<file path="config.mk">
export PLATFORM = sky130hd
export DESIGN_NAME = sine_recur_osc
export DESIGN_NICKNAME = d
export VERILOG_FILES = /design/src/rtl/sine_recur_osc.sv
export SDC_FILE = /design/constraint.sdc
export NUM_CORES = 2
export LEC_CHECK = 0
export BUFFER_PORTS_ARGS = -buffer_cell sky130_fd_sc_hd__buf_2
export CAP_MARGIN = 20
export CORE_ASPECT_RATIO = 0.7
export CORE_UTILIZATION = 70
export CTS_CLUSTER_DIAMETER = 100
export DETAILED_ROUTE_END_ITERATION = 8
export GPL_TIMING_DRIVEN = 0
export HOLD_SLACK_MARGIN = 0.06
export MAX_ROUTING_LAYER = met4
export PLACE_DENSITY = 0.94
export SLEW_MARGIN = 20
export SYNTH_ARGS = -nofsm -noshare
export SYNTH_HDL_FRONTEND = slang
export SYNTH_SLANG_ARGS = --single-unit
export TNS_END_PERCENT = 1
</file>
<file path="constraint.sdc">
create_clock -name clk -period 40 [get_ports clk]
set_clock_uncertainty 0.2 [all_clocks]
set_input_delay 6 -clock clk [delete_from_list [all_inputs] [get_ports clk]]
set_output_delay 6 -clock clk [all_outputs]
set_load 0.005 [all_outputs]
</file>
<file path="src/rtl/sine_recur_osc.sv">
module sine_recur_osc #(
  parameter int OUT_W   = 16,
  parameter int STATE_W = 32,
  parameter int FRAC_W  = 30,
  parameter int SCALE   = 32000,
  parameter logic signed [STATE_W-1:0] COEF    = 32'sd2142885671,
  parameter logic signed [STATE_W-1:0] INIT_Y1 = 32'sd70226044,
  parameter logic signed [STATE_W-1:0] INIT_Y2 = 32'sd0
) (
  input  logic                    clk,
  input  logic                    rst,
  input  logic                    en,
  output logic signed [OUT_W-1:0] sample,
  output logic                    sample_vld
);

  localparam int PROD_W = 2 * STATE_W;
  localparam int SC_W   = STATE_W + $clog2(SCALE + 1) + 1;
  localparam int WH_W   = SC_W - FRAC_W;
  localparam logic signed [WH_W-1:0] SAT_HI = WH_W'((64'd1 << (OUT_W - 1)) - 64'd1);
  localparam logic signed [WH_W-1:0] SAT_LO = ~SAT_HI;

  logic signed [STATE_W-1:0] y_last, y_prev, y_new;
  logic signed [PROD_W-1:0]  prod, prod_rnd;
  logic signed [SC_W-1:0]    scaled;
  logic signed [WH_W-1:0]    whole, whole_tz;
  logic signed [OUT_W-1:0]   clipped;
  logic                      frac_nz;

  assign prod     = PROD_W'(y_last) * PROD_W'(COEF);
  assign prod_rnd = prod + $signed(PROD_W'(1) << (FRAC_W - 1));
  assign y_new    = STATE_W'(prod_rnd >>> FRAC_W) - y_prev;

  assign scaled   = SC_W'(y_new) * $signed(SC_W'(SCALE));
  assign whole    = WH_W'(scaled >>> FRAC_W);
  assign frac_nz  = |scaled[FRAC_W-1:0];
  assign whole_tz = (scaled[SC_W-1] && frac_nz) ? whole + WH_W'(1) : whole;

  always_comb begin
    if (whole_tz > SAT_HI)      clipped = SAT_HI[OUT_W-1:0];
    else if (whole_tz < SAT_LO) clipped = SAT_LO[OUT_W-1:0];
    else                        clipped = whole_tz[OUT_W-1:0];
  end

  always_ff @(posedge clk) begin
    if (rst) begin
      y_last     <= INIT_Y1;
      y_prev     <= INIT_Y2;
      sample     <= '0;
      sample_vld <= 1'b0;
    end else begin
      sample_vld <= en;
      if (en) begin
        y_last <= y_new;
        y_prev <= y_last;
        sample <= clipped;
      end
    end
  end

  assert_reset_load_R1: assert property (@(posedge clk)
    $past(rst) |-> (y_last == INIT_Y1 && y_prev == INIT_Y2 && !sample_vld && sample == '0));

  assert_state_shift_R3: assert property (@(posedge clk) disable iff (rst)
    en |=> (y_prev == $past(y_last)));

  assert_sign_follows_state_R4: assert property (@(posedge clk) disable iff (rst)
    (sample_vld && sample < 0) |-> y_last[STATE_W-1]);

  assert_hold_when_idle_R6: assert property (@(posedge clk) disable iff (rst)
    !en |=> ($stable(sample) && $stable(y_last) && $stable(y_prev)));

  assert_valid_follows_en_R7: assert property (@(posedge clk) disable iff (rst)
    $past(!rst) |-> (sample_vld == $past(en)));

endmodule

</file>
# Word level (Yosys, flattened, before mapping)
# Index checks and enable logic that the tools add are counted.
[word_totals] output_inout_bits=17 ff_bits=81 input_bits=3
[op_classes] n_lt_le_gt_ge=2 mux=3 addsub=3 reduce_logical=2 mul=2
[ops] operator="62-bit by 31-bit adder with 62-bit output, second input constant" n=1
[ops] operator="32-bit by 32-bit multiplier with 62-bit output, second input constant" n=1
[ops] operator="32-bit by 8-bit multiplier with 40-bit output, second input constant" n=1
[ops] operator="16-bit two-way mux" n=2
[ops] operator="32-bit subtractor" n=1
[ops] operator="22-bit OR reduction" n=1
[ops] operator="18-bit by 2-bit adder with 18-bit output, second input constant" n=1
[ops] operator="18-bit by 16-bit greater-than comparator with 1-bit output, second input constant" n=1
[ops] operator="18-bit by 16-bit less-than comparator with 1-bit output, second input constant" n=1
[ops] operator="18-bit two-way mux" n=1
[ops] operator="1-bit logical AND" n=1

# Longest topological paths before layout
[depth] word_depth=10 mapped_depth=65 mapped_depth_nobuf=62

# Worst setup path before layout
# Ideal clock, no wire load.
[synth_path] kind="reg-to-reg" start="reg y_last[31]" end="reg sample[10]" t_arrival_ns=15.196 path_slack_ns=24.504 stages_incl_launch_ff=60 synth_period_minus_slack_ns=15.496 required_ns=39.700 setup_ns=0.100 path_cell_list="dfxtp_1 ha_1 xor2_1 inv_1 ha_1 inv_1 fa_1 fa_1 inv_1 fa_1 fa_1 fa_1 inv_1 fa_1 inv_1 ha_1 a21o_1 a21o_1 [... 24 more ...] inv_1 fa_1 inv_1 ha_1 a21o_1 a21o_1 a21oi_1 nor2_1 nor3b_1 o21ai_2 a21o_1 a22oi_1 xor2_1 or2_1 buf_2 o311a_4 buf_12 a2111oi_4"
[synth_between] word_cells_on_any_way=12
[synth_rtl] element="from (decl)" line="23" rtl="logic signed [STATE_W-1:0] y_last, y_prev, y_new;"
[synth_rtl] element="from (signal assigned)" line="54" rtl="y_last <= y_new;"
[synth_rtl] element="32-bit by 32-bit multiplier with 62-bit output *" line="30" rtl="assign prod = PROD_W'(y_last) * PROD_W'(COEF);"
[synth_rtl] element="62-bit by 31-bit adder with 62-bit output *" line="31" rtl="assign prod_rnd = prod + $signed(PROD_W'(1) << (FRAC_W - 1));"
[synth_rtl] element="32-bit subtractor *" line="32" rtl="assign y_new = STATE_W'(prod_rnd >>> FRAC_W) - y_prev;"
[synth_rtl] element="via y_new[30]" line="23"
[synth_rtl] element="32-bit by 8-bit multiplier with 40-bit output *" line="34" rtl="assign scaled = SC_W'(y_new) * $signed(SC_W'(SCALE));"
[synth_rtl] element="18-bit by 2-bit adder with 18-bit output / 1-bit logical AND (equally long branches)" line="37" rtl="assign whole_tz = (scaled[SC_W-1] && frac_nz) ? whole + WH_W'(1) : whole;"
[synth_rtl] element="18-bit two-way mux *" line="37"
[synth_rtl] element="18-bit by 16-bit less-than comparator with 1-bit output" line="41" rtl="else if (whole_tz < SAT_LO) clipped = SAT_LO[OUT_W-1:0];"
[synth_rtl] element="16-bit two-way mux" line="41"
[synth_rtl] element="16-bit two-way mux *" line="40" rtl="if (whole_tz > SAT_HI) clipped = SAT_HI[OUT_W-1:0];"
[synth_rtl] element="to (signal assigned)" line="56" rtl="sample <= clipped;"
[synth_rtl] element="to (decl)" line="13" rtl="output logic signed [OUT_W-1:0] sample,"
# The timed path passes the listed nets; every way through them passes the cells marked *.
# A chain may end at the register's enable or synchronous reset.

# Final worst setup path
[layout_path] start="reg y_last[8]" end="reg sample[13]"
[layout_between] elab_chain_len=10 word_cells_on_any_way=12
[layout_lines] element="32-bit by 32-bit multiplier with 62-bit output *" line="30"
[layout_lines] element="62-bit by 31-bit adder with 62-bit output *" line="31"
[layout_lines] element="32-bit subtractor *" line="32"
[layout_lines] element="32-bit by 8-bit multiplier with 40-bit output *" line="34"
[layout_lines] element="branches (longest 2 deep; another with 18-bit by 2-bit adder with 18-bit output)"
[layout_lines] element="18-bit two-way mux *" line="37"
[layout_lines] element="18-bit by 16-bit less-than comparator with 1-bit output" line="41"
[layout_lines] element="16-bit two-way mux" line="41"
[layout_lines] element="16-bit two-way mux *" line="40"
# Mark *: on every way between the ends.

==> reports/summary.md <==
The run gives 0 as the number of slew-limit violations in the final report. The slowest stage of the critical path belongs to the cell dfxtp_1. Post-CTS timing repair inserted 0 buffers for setup. The H-tree generated during clock tree synthesis spans 3 levels. The most numerous cell in the Yosys netlist is inv_1. Entering global routing, the biggest net connects 54 pins. From left edge to right edge, the die measures 252 um. The run gives 3,781 as the non-filler instance count after layout.

The initial antenna violation count was 1; the clock edge transition at the registers on the reported setup and hold paths was 0.06 ns. The maximum clock insertion buffer count is 2. Once detail routing completed, the nets flagged for antenna violations numbered 0. Cell type with the largest total area after synthesis: fa_1. The tools report the number of placement rows as 63.

The worst slew margin relative to its limit is 0.245, and the number of global-route vias before repair is 22,870. The timing-limited maximum frequency is 52.8 MHz, and the starting density of the core is 0.718. Synthesis inferred 81 register bits. The sequential cells in the finished layout cover a total of 1630 um2.

In this run, the number of DRC markers left after iteration 0 of detailed routing was 2,395. After the last flow step, the layout net total stands at 4,295. The logs give 0 ns for the final total negative setup slack and 2,927 for the total of fill cells in the finished design. The placed instances occupy a cell area of 31,500 um2.

Part of the cycle the worst path needs: 0.474. The share of the synthesized area in the top cell type is 0.423. In this design, the stage delay of the slowest critical-path cell is 0.80 ns. The time the worst path needs with I/O delays and setup works out to 18.95 ns. The cell sitting at the root of the clock tree is a clkbuf_16. The critical path required time came out at 40.01 ns. The cell repeated most along the worst path was fa_1. The worst setup path is captured at a register. Counting every net in the synthesized netlist gives 4,266.

In the routed design, unresolved DRC markers number 0. The layout overhead on the synthesized area was 3.74%; the clock latency reported for the late side of the worst-skew pair was 0.36 ns. In this run, synthesis inferred 0 flip-flops with an integrated enable.

The minimum hold slack came out at 0.292 ns. For the worst setup path, the data arrival time is 18.96 ns. Summing all multi-input logic gate instances after layout gives 25,200 um2. At the end of routability-driven placement, the weighted congestion stood at 1.09. The setup path with the least slack is of type reg2reg.

The floorplan step set the die height to 177 um. The standard cell core area came out at 42,700 um2. Clock tree synthesis inserted a total of 9 buffers. Synthesis produced 3,161 cells. For this run, the number of Yosys warnings is 0.

The post-synthesis sequential area ratio was 0.0529. The detailed-router iteration count before antenna repair came out at 8. By count the netlist is led by inv_1 (974), fa_1 (648), ha_1 (454), nor2_1 (130), xnor2_1 (101). Yosys attributes the largest share of cell area to fa_1 (42%), ha_1 (19%), inv_1 (12%). For the post-synthesis cell area, the log shows 30,700 um2. For the post-cts sizing count, the log shows 0. The overall routed net length is 81,000 um, and the number of vias per cell is 5.85. TritonCTS built the clock tree.

The number of max-capacitance violations reported came out at 0. Across all layers, the routed design uses 22,124 vias. In the final routed layout, each cell accounts on average for 21.4 um. The first global-routing pass estimated 128,000 um of wire.

At the pin with the least slew margin, the transition time is 1.13 ns. The run finished with clean final reports. The tools report the sort of element at the start of the critical path as a register. Averaged over all synthesized cells, the footprint is 9.70 um2. Setup violations remaining at the end of the flow were counted as 0. The clock net in this run drives a total of 81 sinks. The total global-route track usage is 0.396, and the number of buffers inserted by hold repair at cts is 0.

Setup repair after global routing left no endpoint under its margin. Async set-or-reset flop fraction in the synthesized netlist: 0. For the final number of hold-violating endpoints, the log shows 0.

Input and output buffers added on the ports amount to 17. For this design the top-level I/O count stands at 20. The type of the tightest min-delay check was reg2reg. The wire-length estimate of the detail-placed layout is 71,400 um. The design area is 31,800 um2, and the share of cells above drive strength 1 is 0.0269. The largest fanout of any net on the critical path was 10; the distinct cell type count of the synthesized netlist was 86. Among all flip-flop cells after synthesis, the most frequent one is dfxtp_1. The die covers 44,700 um2. For this run the aggregate overflow at the end of global routing stands at 0.

In this run, placement finished with an instance count of 3,763.
registers in the layout, summed over array words and instances, names as in the netlist:
register    count
sample         16
y_last         32
y_prev         32
sample_vld      1
worst paths after layout:
kind / startpoint / end / slack, ns / cells past startpoint
setup reg to reg: y_last[8] / sample[13] / 21.05 / 58
setup / recovery: y_last[8] / sample[13] / 21.05 / 58
hold reg to reg: y_prev[1] / y_prev[1] / 0.29 / 2
hold / removal: y_prev[1] / y_prev[1] / 0.29 / 2
logic make-up (layout without fill, tap and decap cells):
logic type	Yosys count	after routing	share of synthesized area
fa+ha+maj	1108	1108	0.610
buf+inv	1020	1054	0.126
simple gates	392	392	0.0610
compound gates	337	337	0.0821
xor+xnor	165	165	0.0487
flops	81	81	0.0529
mux	58	58	0.0190
other cells	0	1	0
area by class of cell:
type	count	share of cell area
clock inverters	4	0.00169
multi-input cells	2060	0.792
inverters	974	0.115
well taps	585	0.0230
plain buffers	46	0.00657
diodes	1	0.0000787
flip-flops and latches	81	0.0511
repair buffers	18	0.00303
clock buffers	12	0.00743
worst max-delay path, delay by kind of cell, from the launching register on:
kind | cells | cell delay (ns)
XOR/XNOR | 5 | 1.43
AND/OR/NAND/NOR | 12 | 2.89
AO/OA/AOI/OAI | 18 | 5.47
adder cells (fa/ha/maj) | 14 | 6.51
buffers and inverters | 9 | 1.45
flip-flops | 1 | 0.80
metal layers:
layer | share of wire | vias to the layer above | track usage
met5 | 0 | - | -
met4 | 0.020 | 0 | 0.0705
met3 | 0.15 | 113 | 0.154
met2 | 0.42 | 1227 | 0.546
met1 | 0.42 | 11067 | 0.558
li1 | - | 9717 | -
layout by cell type (no fill, tap or decap), drive strengths merged, types with 7 or more instances in the layout:
cell type and count:
inv 974, fa 648, ha 454, nor2 130, xnor2 104, nand2 100
a21oi 83, dfxtp 81, xor2 60, o21ai 57, mux2i 56, a21o 45
buf 39, clkbuf 37, nor3 30, nor2b 23, o21a 21, nand3 20
a2111oi 19, nand4 17, o211ai 16, and3 14, o21bai 14, nand2b 13
a211oi 12, and2 11, a31oi 9, nor4 7
metrics by stage:
step | utilization | worst slack, ns
detailed placement | 0.737 | 21.86
floorplan | - | 24.50
global placement | 0.737 | 22.05
global route | 0.745 | 20.44
finish | 0.745 | 21.05
CTS | 0.744 | 21.71
Power is not shown: default switching activity piles up to over one toggle a cycle in this logic, so the estimate is an artifact.
